`src/rtl/bmc_byte_serializer.sv`:
```
module bmc_byte_serializer #(
  parameter int NUM_PINS   = 2,
  parameter int FIFO_DEPTH = 4
)(
  input  logic                clk,
  input  logic                rst_n,
  input  logic                in_valid,
  input  logic [63:0]         in_data,
  output logic                in_ready,
  output logic [NUM_PINS-1:0] line_out,
  output logic                underrun
);
  localparam int AW = (FIFO_DEPTH > 1) ? $clog2(FIFO_DEPTH) : 1;
  localparam int CW = $clog2(FIFO_DEPTH + 1);

  function automatic logic [15:0] enc_byte(input logic [7:0] b);
    logic [15:0] s;
    logic lv;
    lv = 1'b0;
    for (int i = 0; i < 8; i++) begin
      lv = ~lv;
      s[2*i] = lv;
      if (b[i]) lv = ~lv;
      s[2*i+1] = lv;
    end
    return s;
  endfunction

  logic [15:0] sym_rom [256];
  for (genvar g = 0; g < 256; g++) begin : g_rom
    assign sym_rom[g] = enc_byte(8'(g));
  end

  logic [63:0]   mem [FIFO_DEPTH];
  logic [AW-1:0] rd_ptr, wr_ptr;
  logic [CW-1:0] fifo_cnt;
  logic [63:0]   frame_q;
  logic [1:0]    pair_q;
  logic [4:0]    cnt_q;
  logic [31:0]   sr_q;
  logic          lvl_q, underrun_q;

  wire load  = (cnt_q == 5'd31);
  wire start = load && (pair_q == 2'd0);
  wire have  = (fifo_cnt != '0);
  wire push  = in_valid && in_ready;
  wire pop   = start && have;

  wire [63:0] src       = start ? (have ? mem[rd_ptr] : 64'd0) : frame_q;
  wire [15:0] pair_bits = src[{pair_q, 4'b0000} +: 16];
  wire [15:0] e_lo      = sym_rom[pair_bits[7:0]]  ^ {16{lvl_q}};
  wire [15:0] e_hi      = sym_rom[pair_bits[15:8]] ^ {16{e_lo[15]}};

  assign in_ready = (fifo_cnt != CW'(FIFO_DEPTH));
  assign line_out = {NUM_PINS{sr_q[0]}};
  assign underrun = underrun_q;

  always_ff @(posedge clk)
    if (push) mem[wr_ptr] <= in_data;

  always_ff @(posedge clk) begin
    if (!rst_n) begin
      rd_ptr     <= '0;
      wr_ptr     <= '0;
      fifo_cnt   <= '0;
      frame_q    <= '0;
      pair_q     <= '0;
      cnt_q      <= 5'd31;
      sr_q       <= '0;
      lvl_q      <= 1'b0;
      underrun_q <= 1'b0;
    end else begin
      if (push) wr_ptr <= (wr_ptr == AW'(FIFO_DEPTH-1)) ? '0 : wr_ptr + 1'b1;
      if (pop)  rd_ptr <= (rd_ptr == AW'(FIFO_DEPTH-1)) ? '0 : rd_ptr + 1'b1;
      fifo_cnt <= fifo_cnt + CW'(push) - CW'(pop);
      cnt_q    <= cnt_q + 1'b1;
      if (load) begin
        sr_q   <= {e_hi, e_lo};
        lvl_q  <= e_hi[15];
        pair_q <= pair_q + 1'b1;
      end else begin
        sr_q <= {1'b0, sr_q[31:1]};
      end
      if (start) begin
        frame_q    <= src;
        underrun_q <= !have;
      end
    end
  end

  p_cell_edge_r1: assert property (@(posedge clk) disable iff (!rst_n)
    (cnt_q[0] == 1'b0) |-> (sr_q[0] != $past(sr_q[0])));

  p_no_overflow_r4: assert property (@(posedge clk) disable iff (!rst_n)
    fifo_cnt <= CW'(FIFO_DEPTH));

  p_pop_boundary_r5: assert property (@(posedge clk) disable iff (!rst_n)
    (fifo_cnt < $past(fifo_cnt)) |-> $past(start));

  p_zero_fill_r6: assert property (@(posedge clk) disable iff (!rst_n)
    (start && !have) |=> underrun_q);

  p_flag_hold_r6: assert property (@(posedge clk) disable iff (!rst_n)
    !start |=> $stable(underrun_q));
endmodule

```
`config.mk`:
```
export PLATFORM = sky130hd
export DESIGN_NAME = bmc_byte_serializer
export DESIGN_NICKNAME = d
export VERILOG_FILES = /design/src/rtl/bmc_byte_serializer.sv
export SDC_FILE = /design/constraint.sdc
export NUM_CORES = 1
export LEC_CHECK = 0
export BUFFER_PORTS_ARGS = -buffer_cell sky130_fd_sc_hd__buf_2
export CORE_ASPECT_RATIO = 2
export CORE_MARGIN = 8
export CORE_UTILIZATION = 65
export DETAILED_ROUTE_END_ITERATION = 7
export PLACE_DENSITY = 0.83
export REMOVE_ABC_BUFFERS = 1
export SYNTH_ARGS = -nofsm -noshare
export SYNTH_HDL_FRONTEND = slang
export SYNTH_SLANG_ARGS = --single-unit
export TNS_END_PERCENT = 10
```
`constraint.sdc`:
```
create_clock -name clk -period 9.1 [get_ports clk]
set_input_delay 1.365 -clock clk [delete_from_list [all_inputs] [get_ports clk]]
set_output_delay 1.365 -clock clk [all_outputs]
set_load 0.02 [all_outputs]
```
# After elaboration in Yosys (flattened, before gate mapping)
# Memories as Yosys holds them, arrays and structs flattened. A register that Yosys moved wholly into a read port is not among the register bits.
# Cells that the tools add are included.
# Widths: inputs -> output; s select.
# totals
mem_count	3
mem_bits_ro	8192
register_bits	112
ram_bits	256
inputBits	67
word_cells	50
# mem_list
memory	depth	word_bits	rd	rd_ports_with_merged_regs	write_ports	line_no	rtl
(no name shown)	256	16	1	0	0	52	wire [15:0] e_hi = sym_rom[pair_bits[15:8]] ^ {16{e_lo[15]}};
(no name shown)	256	16	1	0	0	51	wire [15:0] e_lo = sym_rom[pair_bits[7:0]] ^ {16{lvl_q}};
mem	4	64	1	1	1	34	logic [63:0] mem [FIFO_DEPTH];
# classes
order_cmp	2
shift	1
n_mux	13
bitwise_logic	4
n_addsub	6
n_reduce_logical	7
n_eq_ne	4
# ops
cell	n
$mux 64	2
$mux 16	4
$shiftx 64x7->16	1
$xor 16x16->16	2
$mux 31	1
$ge 9x9->1 const B	2
$not 8->9	2
$mux 2	4
$add 2x1->2 const B	3
$add 5x1->5 const B	1
$eq 5x5->1 const B	1
$eq 2x2->1 const B	2
$add 3x1->3	1
$logic_and 1x1->1	3
$ne 3x3->1 const B	1
$reduce_bool 3->1	1
$sub 3x1->3	1
$logic_not 2->1	1
$mux 1	2
$reduce_and 2->1	1
$logic_not 1->1	1

# Logic depth before layout (Yosys ltp)
# Gate-level depths: netlist of run 1.
# logic_depth
word_depth	11
ltp_mapped	18

# Worst setup path before layout of run 1
# No wires, ideal clock.
# synth_path
kind	reg-to-reg
from	register pair_q[0]
to	register fifo_cnt[2]
slack_ps	5286
path_buffers	7
setup_ps	128
required_ps	8972
arrival_ps	3686
path_stages_with_launch	19
path_cell_list	dfxtp_1 -> buf_4 -> inv_1 -> buf_2 -> ha_1 -> o311a_2 -> buf_4 -> buf_2 -> buf_2 -> buf_1 -> clkbuf_1 -> ha_1 -> inv_1 -> ha_1 -> inv_1 -> fa_1 -> xor2_1 -> xnor2_1 -> nor2_1
# synth_via
elab_chain_cells	4
# synth_rtl
item	line_no	rtl
from (decl)	38	logic [1:0] pair_q;
from (signal assigned)	80	pair_q <= pair_q + 1'b1;
$logic_not 2->1	44	wire start = load && (pair_q == 2'd0);
$logic_and 1x1->1	44	
$logic_and 1x1->1	47	wire pop = start && have;
via pop	47	
$sub 3x1->3	75	fifo_cnt <= fifo_cnt + CW'(push) - CW'(pop);
to (signal assigned)	75	
to (decl)	36	logic [CW-1:0] fifo_cnt;
# The timed path passes the listed nets, and every way through them passes these cells.
# A chain may end at the register's enable or synchronous reset.

# Final worst setup path of run 1
# layout_path
from	register cnt_q[0]
to	register sr_q[25]
# layout_via
elab_chain_cells	11
# layout_rtl
item	line_no	rtl
from (decl)	39	logic [4:0] cnt_q;
from (signal assigned)	76	cnt_q <= cnt_q + 1'b1;
$eq 5x5->1 *	43	wire load = (cnt_q == 5'd31);
$logic_and 1x1->1	44	
$mux 64	49	wire [63:0] src = start ? (have ? mem[rd_ptr] : 64'd0) : frame_q;
$shiftx 64x7->16	50	wire [15:0] pair_bits = src[{pair_q, 4'b0000} +: 16];
$not 8->9 (not written as such)	51	
$mem_v2 256x16	n/a	
$mux 16 (not written as such) (2 in a row)	51	
$xor 16x16->16	51	
$xor 16x16->16	52	
$mux 31 *	77	if (load) begin
to (signal assigned)	78	sr_q <= {e_hi, e_lo};
to (signal assigned)	82	sr_q <= {1'b0, sr_q[31:1]};
to (decl)	40	logic [31:0] sr_q;
# Every way passes the cells marked *; elsewhere a longest branch is shown, timed or not. The select of a mux whose other input is x is not followed.

==> reports/metrics.csv, run 1 <==
metric,value,unit
worstMarginPinSlew,1.02,ns
cp.required,9.52,ns
synth_cell_types,55,
grtUsageTotal,0.201,
synth_enable_flop_cells,256,
grt_max_degree,89,
layout-drive-gt1-share,0.250,
clk_latency,0.56,ns
gp_congestion,0.833,
final_common_cell,edfxtp_1,
clkTransAtPathRegs,0.07,ns
syn_area_per_cell,17.2,µm²
fin_crit_sh,0.547,
dieArea,27400,µm²
finalCriticalPeriod,4.98,ns
final-max-slew-violation-count,0,
setup_violations,0,
place_area,14800,µm²
postCtsSetupBuffers,0,
htreeDepth,1,
antenna_left,0,
core,21900,µm²
antenna_found_initial,0,
rsz0062_at_grt,false,
maxCapViolations,0,
reg2reg_from,cnt_q[0]$_SDFF_PN1_,
max_freq,0.201,GHz
whs_endpoint,cnt_q[0]$_SDFF_PN1_,
num-nets-final,974,
syn_inst,835,
final_util,0.719,
ys_seq_area_frac,0.695,
status,"complete, no violations",
fin_area,15700,µm²
ys_ff_latch,370,
core.rowCount,77,
dp_cells,1141,
vias,7411,
cts_tree,done,
p_leak,5.35,nW
cts_sinks,370,
yosysWarnings,0,
vias_per_cell,6.20,
io_buffers,70,
finalPower,4.61,mW
firstDrtPassIters,5,
path_class,reg2reg,
endpoint_kind,flip-flop,
fp.dieH,226,µm
grt_pass1_vias,7992,
slew_headroom,0.317,
critPathArrivalTime,5.40,ns
wirelength,26500,µm
crit_fanout,57,
cts_resized,0,
grt_overflow_total,0,
drc,0,
crit_path_start_kind,flip-flop,
r2r_cells,15,
layout_common_cells,"edfxtp_1, dfxtp_1, nor2_1",
root_buffer,clkbuf_16,
holdPathStages,1,
synth_area,14300,µm²
holdCritStartpoint,cnt_q[0]$_SDFF_PN1_,
powerDensity,293,nW/µm²
tns,0,ns
ys.flop_type,edfxtp_1,
antenna_cells,0,
io_pins,71,
grt_pass1_wl,42300,µm
fin_cells,1195,
r2r_setup_slack,4.12,ns
final_hold_viol_count,0,
area_delta_synth_final,9.69,%
wl_per_cell,22.2,µm
start_util,0.656,
ys_async_sr_fraction,0,
worstHoldPathType,reg2reg,
r2r-end,sr_q[25]$_SDFF_PN0_,
max-vdd-ir-drop,0.207,mV
cts_buffer_depth,3,
drtIter0Drc,558,
ctsHoldBuffers,0,
die_w,121,µm
finClkSkew,0.0146,ns
hpwl,16100,µm
numCtsBuffers,29,
[per-stage QoR]
step	hold slack, ns	setup slack, ns
2_1_floorplan	0.376	3.43
3_3_place_gp	0.383	4.34
3_5_place_dp	0.427	4.14
4_1_cts	0.447	4.16
5_1_grt	0.461	3.79
6_report	0.439	4.12
[layer usage]
layer  GRT usage  wire length [µm]  up-vias
li1            -                 -     3367
met1       0.223              9790     3776
met2       0.369             14700      212
met3      0.0308              1190       56
met4      0.0860               824        0
met5           0                 0        -
[worst max-delay path by stage]
stage,startpoint,end,slack (ns),cells past startpoint
floorplan,cnt_q[0]$_SDFF_PN1_,sr_q[25]$_SDFF_PN0_,3.43,13
global route,cnt_q[0]$_SDFF_PN1_,sr_q[25]$_SDFF_PN0_,3.79,15
CTS,cnt_q[0]$_SDFF_PN1_,sr_q[25]$_SDFF_PN0_,4.16,15
detailed placement,cnt_q[0]$_SDFF_PN1_,sr_q[25]$_SDFF_PN0_,4.14,15
finish,cnt_q[0]$_SDFF_PN1_,sr_q[25]$_SDFF_PN0_,4.12,15
global placement,cnt_q[0]$_SDFF_PN1_,sr_q[25]$_SDFF_PN0_,4.34,15
[critical path: stages, from the launching register on]
cell     delay [ns]
dfxtp_1        0.37
ha_1           0.20
and3_1         0.16
ha_2           0.16
buf_4          0.47
o311a_2        0.60
buf_4          0.60
a22oi_1        0.19
mux4_2         0.55
nor2b_1        0.18
mux2i_2        0.31
a21oi_4        0.12
nor2_4         0.23
xor3_1         0.47
mux2i_1        0.15
nor2_1         0.05
[kinds of logic (layout without fill, tap and decap cells)]
logic type	count (synthesis)	after routing	share of synthesized area
compound gates	122	122	0.0608
xor+xnor	31	31	0.0256
fa+ha+maj	11	11	0.0101
buf+inv	62	146	0.0256
flops	370	370	0.695
mux	103	103	0.139
simple gates	136	136	0.0436
[cells in the mapped netlist (all sizes together), types with 5 or more instances]
cell type	n	area share
clkbuf	15	0.0039
nand2	14	0.0037
xor2	13	0.0095
a21oi	25	0.0098
xnor2	14	0.0096
nand2b	10	0.0044
ha	10	0.0087
edfxtp	256	0.54
mux4	73	0.12
a22oi	64	0.035
buf	37	0.019
mux2i	27	0.021
and3	7	0.0031
nor3	5	0.0025
inv	9	0.0024
nor2	86	0.023
a221oi	8	0.0049
o21ai	19	0.0069
dfxtp	114	0.16
[power by group]
group / internal (mW) / switching (mW)
combinational: 0.567 / 0.700
sequential: 2.02 / 0.0937
clock: 0.672 / 0.553
[cell type report]
cell class	count	area, µm²
clock buffers	35	748
clock inverters	19	171
fillers	1302	6140
inverters	10	37.5
multi-input cells	403	4020
flip-flops and latches	370	9970
well taps	276	345
repair buffers	82	440
[registers in the layout, summed over array words and instances, names as in the netlist, named ones only]
| register | cells |
|---|---|
| cnt_q | 5 |
| fifo_cnt | 3 |
| frame_q | 64 |
| pair_q | 2 |
| mem | 256 |
| wr_ptr | 2 |
| sr_q | 32 |
| underrun | 1 |
| rd_ptr | 2 |
| lvl_q | 1 |
No activity file was read; power rests on OpenSTA's default activity.
==> run 2: changes to the inputs <==
--- a/config.mk
+++ b/config.mk
@@ -8,9 +8,9 @@
 export BUFFER_PORTS_ARGS = -buffer_cell sky130_fd_sc_hd__buf_2
 export CORE_ASPECT_RATIO = 2
 export CORE_MARGIN = 8
-export CORE_UTILIZATION = 65
+export CORE_UTILIZATION = 55
 export DETAILED_ROUTE_END_ITERATION = 7
-export PLACE_DENSITY = 0.83
+export PLACE_DENSITY = 0.75
 export REMOVE_ABC_BUFFERS = 1
 export SYNTH_ARGS = -nofsm -noshare
 export SYNTH_HDL_FRONTEND = slang
==> constraint.sdc (replaced) <==
create_clock -name clk -period 4.16 [get_ports clk]
set_input_delay 0.624 -clock clk [delete_from_list [all_inputs] [get_ports clk]]
set_output_delay 0.624 -clock clk [all_outputs]
set_load 0.02 [all_outputs]
==> run 2 against run 1 <==
Effect of this change: largest power group unchanged; clock skew increased by 0.0043 ns; final area increased by 2.2%; final cell count increased by 6.6%; setup slack got worse by 3.8 ns; critical endpoint unchanged; via count decreased by 1.3%; largest cell class unchanged.
==> reports/metrics.csv, run 2 (synthesis results as in run 1) <==
metric,value,unit,change
layout-drive-gt1-share,0.265,,+0.0145
fin_crit_sh,0.926,,+0.378
clk_latency,0.56,ns,about the same
finalPower,10.4,mW,+130%
crit_path_cell_trace,ha_1 -> and3_1 -> ha_2 -> o311a_2 -> buf_4 -> a221oi_1 -> nor4_2 -> nor2_1 -> mux2i_1 -> a21oi_4 -> nor2_4 -> xor3_1 -> mux2i_1 -> nor2_1,,
cts_resized,0,,unchanged
grt_pass1_vias,7794,,-2.5%
crit_fanout,16,,-72%
root_buffer,clkbuf_16,,
start_util,0.559,,-0.0967
largest_reg_flops,256,,unchanged
firstDrtPassIters,5,,unchanged
core.rowCount,83,,+7.8%
drc,0,,unchanged
finClkSkew,0.0189,ns,+0.00426 ns
drtIter0Drc,376,,-33%
status,"complete, no violations",,
clkTransAtPathRegs,0.07,ns,about the same
dp_cells,1217,,+6.7%
largest-register,mem,,
grt_pass1_wl,41800,µm,-1.2%
p_leak,5.48,nW,+2.6%
setup_violations,0,,unchanged
slowest_stage,nor4_2,,
die_w,130,µm,+7.6%
finalCriticalPeriod,3.85,ns,-1.13 ns
grt_overflow_total,0,,unchanged
rsz0062_at_grt,false,,
cts_buffer_depth,3,,unchanged
fp.dieH,244,µm,+8.1%
dieArea,31800,µm²,+16%
critPathArrivalTime,4.29,ns,-1.11 ns
vias_per_cell,5.74,,-7.4%
numCtsBuffers,30,,+3.4%
layout_common_cells,"edfxtp_1, dfxtp_1, nor2_1",,
cts_tree,done,,
path_class,reg2reg,,
num-nets-final,987,,+1.3%
slew_headroom,0.323,,+0.00577
area_delta_synth_final,12.1,%,
antenna_found_initial,1,,+1
core,25700,µm²,+17%
powerDensity,646,nW/µm²,+120%
worstMarginPinSlew,1.02,ns,-0.00866 ns
grt_max_degree,65,,-27%
cts_sinks,370,,unchanged
tns,0,ns,unchanged
postCtsSetupBuffers,0,,unchanged
hpwl,16700,µm,+4.0%
io_buffers,70,,unchanged
io_pins,71,,unchanged
critPathMaxStageDelay,0.51,ns,-0.09 ns
antenna_left,0,,unchanged
reg_top3,"mem (256), frame_q (64), sr_q (32)",,
final-max-slew-violation-count,0,,unchanged
vias,7313,,-1.3%
crit_path_start_kind,flip-flop,,
fin_cells,1274,,+6.6%
ctsHoldBuffers,0,,unchanged
wirelength,26700,µm,+0.54%
worstHoldPathType,in2reg,,
max_freq,0.260,GHz,+29%
gp_congestion,0.805,,-3.4%
grtUsageTotal,0.171,,-0.0297
final_hold_viol_count,0,,unchanged
cp.required,4.60,ns,-4.92 ns
endpoint_kind,flip-flop,,
wl_per_cell,20.9,µm,-5.7%
htreeDepth,1,,unchanged
final_common_cell,edfxtp_1,,
max-vdd-ir-drop,0.460,mV,+120%
maxCapViolations,0,,unchanged
-- run 2: cell types whose count changed in the layout (fill, tap and decap cells not counted), sizes merged --
cell    previous run  this run
buf               82        94
bufinv             3         5
diode              0         1
-- run 2: path summary, 6_finish.rpt --
check / start / end / slack, ns / cells after the start
hold reg to reg: cnt_q[0]$_SDFF_PN1_ / cnt_q[0]$_SDFF_PN1_ / 0.41 / 1
setup reg to reg: cnt_q[0]$_SDFF_PN1_ / sr_q[25]$_SDFF_PN0_ / 0.31 / 14
setup / recovery: cnt_q[0]$_SDFF_PN1_ / sr_q[25]$_SDFF_PN0_ / 0.31 / 14
hold / removal: in_data[51] / mem[3][51]$_DFFE_PP_ / 0.28 / 1
-- run 2: through the flow --
step                      hold slack [ns]  cell area, µm²  worst slack, ns   util
after floorplan                     0.376           14000            -1.51      -
after global placement              0.385           15100            0.453  0.587
after detailed placement            0.395           15100            0.367  0.587
after CTS                           0.254           16100            0.308  0.627
after global routing                0.252           16100            0.130  0.627
final                               0.277           16100            0.309  0.627
-- run 2: cell type report --
class                      instances  area, µm²
antenna                            1       2.50
timing repair buffer              94        606
clock buffer                      35        791
inverter                          10       37.5
tap                              340        425
multi-input combinational        403       4020
fill                            1826       9570
clock inverter                    21        233
sequential                       370       9970
-- run 2: layer usage --
metal / GRT usage / vias up / wire, µm / part of all wire
met5: 0 / - / 0 / 0
met4: 0.0653 / 0 / 675 / 0.025
met3: 0.0185 / 43 / 791 / 0.030
met2: 0.326 / 135 / 15400 / 0.58
met1: 0.186 / 3749 / 9830 / 0.37
li1: - / 3386 / - / -
-- run 2: critical path, delay by kind of cell (launching register included) --
family | cells | cell delay [ns]
and+or+nand+nor | 5 | 1.08
AOI/OAI and AO/OA | 3 | 0.62
muxes | 2 | 0.49
xor gates and xnor gates | 1 | 0.49
adders and majority gates | 2 | 0.38
DFF | 1 | 0.36
buffers and inverters | 1 | 0.30
-- run 2: where the power goes --
| part | switching (mW) | internal [mW] |
|---|---|---|
| Sequential | 0.156 | 4.42 |
| Clock | 1.24 | 1.67 |
| Combinational | 1.59 | 1.30 |
==> run 3: changes to the inputs <==
--- a/config.mk
+++ b/config.mk
@@ -8,9 +8,10 @@
 export BUFFER_PORTS_ARGS = -buffer_cell sky130_fd_sc_hd__buf_2
 export CORE_ASPECT_RATIO = 2
 export CORE_MARGIN = 8
-export CORE_UTILIZATION = 55
+export CORE_UTILIZATION = 57
+export CTS_BUF_LIST = sky130_fd_sc_hd__clkbuf_2 sky130_fd_sc_hd__clkbuf_4 sky130_fd_sc_hd__clkbuf_8
 export DETAILED_ROUTE_END_ITERATION = 7
-export PLACE_DENSITY = 0.75
+export PLACE_DENSITY = 0.77
 export REMOVE_ABC_BUFFERS = 1
 export SYNTH_ARGS = -nofsm -noshare
 export SYNTH_HDL_FRONTEND = slang
==> run 3 against run 2 <==
Effect of this change: sequential share of layout area up 0.082 points; register-to-register slack hardly changed; sequential power is essentially flat; clock-buffer cell count is 35 higher; largest power group unchanged.
==> reports/metrics.csv, run 3 (synthesis results as in run 1) <==
metric,value,unit,change
rsz0062_at_grt,false,,
multi_input_area,4020,µm²,unchanged
setup_violations,0,,unchanged
combPwrFrac,0.285,,+0.007
cts_resized,0,,unchanged
layout-drive-gt1-share,0.291,,+0.0260
slew_headroom,0.259,,-0.0636
htreeDepth,2,,+1
vias_per_cell,5.72,,-0.39%
finClkSkew,0.0336,ns,+0.0147 ns
swShare,0.294,,+0.00545
grt_pass1_wl,41800,µm,+0.12%
firstDrtPassIters,5,,unchanged
crit_fanout,47,,+31
die_w,128,µm,-1.6%
clk_latency,0.57,ns,about the same
start_util,0.575,,+0.0161
postCtsSetupBuffers,0,,unchanged
seqPwrFrac,0.451,,+0.010
pre_cts_ws,0.323,ns,-0.0438 ns
worstHoldPathType,in2reg,,
power_frac_clock,0.263,,-0.018
drc,0,,unchanged
p_int,7.17,mW,-3.1%
grt_max_degree,64,,-1.5%
reg_top3,"mem (256), frame_q (64), sr_q (32)",,
finalCriticalPeriod,3.85,ns,-0.00462 ns
gp_congestion,0.821,,+2.1%
p_leak,5.51,nW,+0.50%
endpoint_kind,flip-flop,,
status,"complete, no violations",,
antenna_left,0,,unchanged
vias,7433,,+1.6%
setup_ws,0.314,ns,+0.00462 ns
numCtsBuffers,47,,+57%
fin_crit_sh,0.925,,-0.00111
antenna_found_initial,2,,+1
grt_pass1_vias,7895,,+1.3%
area_delta_synth_final,12.0,%,
final-max-slew-violation-count,0,,unchanged
drtIter0Drc,489,,+30%
max_freq,0.260,GHz,+0.12%
cts_buffer_depth,3,,unchanged
cts_sinks,370,,unchanged
final_util,0.644,,+0.0172
powerDensity,632,nW/µm²,-2.2%
seq_area,9970,µm²,unchanged
hpwl,16500,µm,-1.3%
wl_per_cell,20.3,µm,-2.9%
grt_overflow_total,0,,unchanged
cp.required,4.56,ns,-0.04 ns
fill_cells,1723,,-5.6%
max-vdd-ir-drop,0.364,mV,-21%
final_hold_viol_count,0,,unchanged
grtUsageTotal,0.178,,+0.00699
maxCapViolations,0,,unchanged
fp.dieH,240,µm,-1.7%
dp_cells,1211,,-0.49%
ctsHoldBuffers,0,,unchanged
io_pins,71,,unchanged
largest_reg_flops,256,,unchanged
p_sw,2.98,mW,-0.47%
io_buffers,70,,unchanged
num-nets-final,1002,,+1.5%
wirelength,26400,µm,-0.89%
critPathArrivalTime,4.25,ns,-0.04 ns
core,24900,µm²,-2.8%
dieArea,30800,µm²,-3.2%
path_class,reg2reg,,
largest-register,mem,,
core.rowCount,82,,-1.2%
clkTransAtPathRegs,0.07,ns,about the same
crit_path_start_kind,flip-flop,,
finalPower,10.1,mW,-2.3%
worstMarginPinSlew,1.11,ns,+0.0938 ns
layout_common_cells,"edfxtp_1, dfxtp_1, nor2_1",,
cts_tree,done,,
root_buffer,clkbuf_8,,
fin_cells,1300,,+2.0%
final_common_cell,edfxtp_1,,
run 3: final timing paths:
check	slack (ns)	cells past startpoint	start	endpoint
min	0.26	1	in_data[16]	mem[3][16]$_DFFE_PP_
min reg2reg	0.41	1	cnt_q[0]$_SDFF_PN1_	cnt_q[0]$_SDFF_PN1_
max	0.31	14	cnt_q[0]$_SDFF_PN1_	sr_q[25]$_SDFF_PN0_
max reg2reg	0.31	14	cnt_q[0]$_SDFF_PN1_	sr_q[25]$_SDFF_PN0_
run 3: per-layer routing:
metal / share of wire / global-route usage
met1: 0.38 / 0.195
met2: 0.55 / 0.328
met3: 0.036 / 0.0260
met4: 0.032 / 0.0870
met5: 0.00038 / 0
run 3: stage by stage:
stage	instance area, µm²	hold slack, ns	setup TNS, ns
2_1_floorplan	14000	0.376	-35.97
3_3_place_gp	15100	0.383	0
3_5_place_dp	15100	0.400	0
4_1_cts	16100	0.232	0
5_1_grt	16100	0.247	0
6_report	16100	0.260	0
run 3: power by group through the flow:
stage	Combinational [mW]	Clock [mW]	Sequential [mW]
after floorplan	2.14	0	4.70
after global placement	2.86	0	4.64
after detailed placement	2.92	0	4.66
after CTS	2.93	2.74	4.58
after global routing	3.15	2.89	4.62
final	2.89	2.67	4.58
run 3: critical path: stages (launching register included):
cell and delay (ns):
dfxtp_1 0.35, ha_1 0.18, and3_1 0.17, ha_2 0.22, o311a_2 0.32, buf_12 0.27, a22oi_1 0.12, mux4_2 0.53
and2_1 0.21, mux2i_2 0.29, a21oi_4 0.12, nor2_4 0.23, xor3_1 0.48, mux2i_1 0.14, nor2_1 0.05
run 3: area by class of cell:
cell class                      count  area share
Sequential cell                   370       0.621
Multi-Input combinational cell    403       0.250
Clock buffer                       70      0.0526
Timing Repair Buffer               92      0.0391
Tap cell                          336      0.0262
Clock inverter                     18     0.00872
Inverter                           10     0.00234
Antenna cell                        1    0.000156
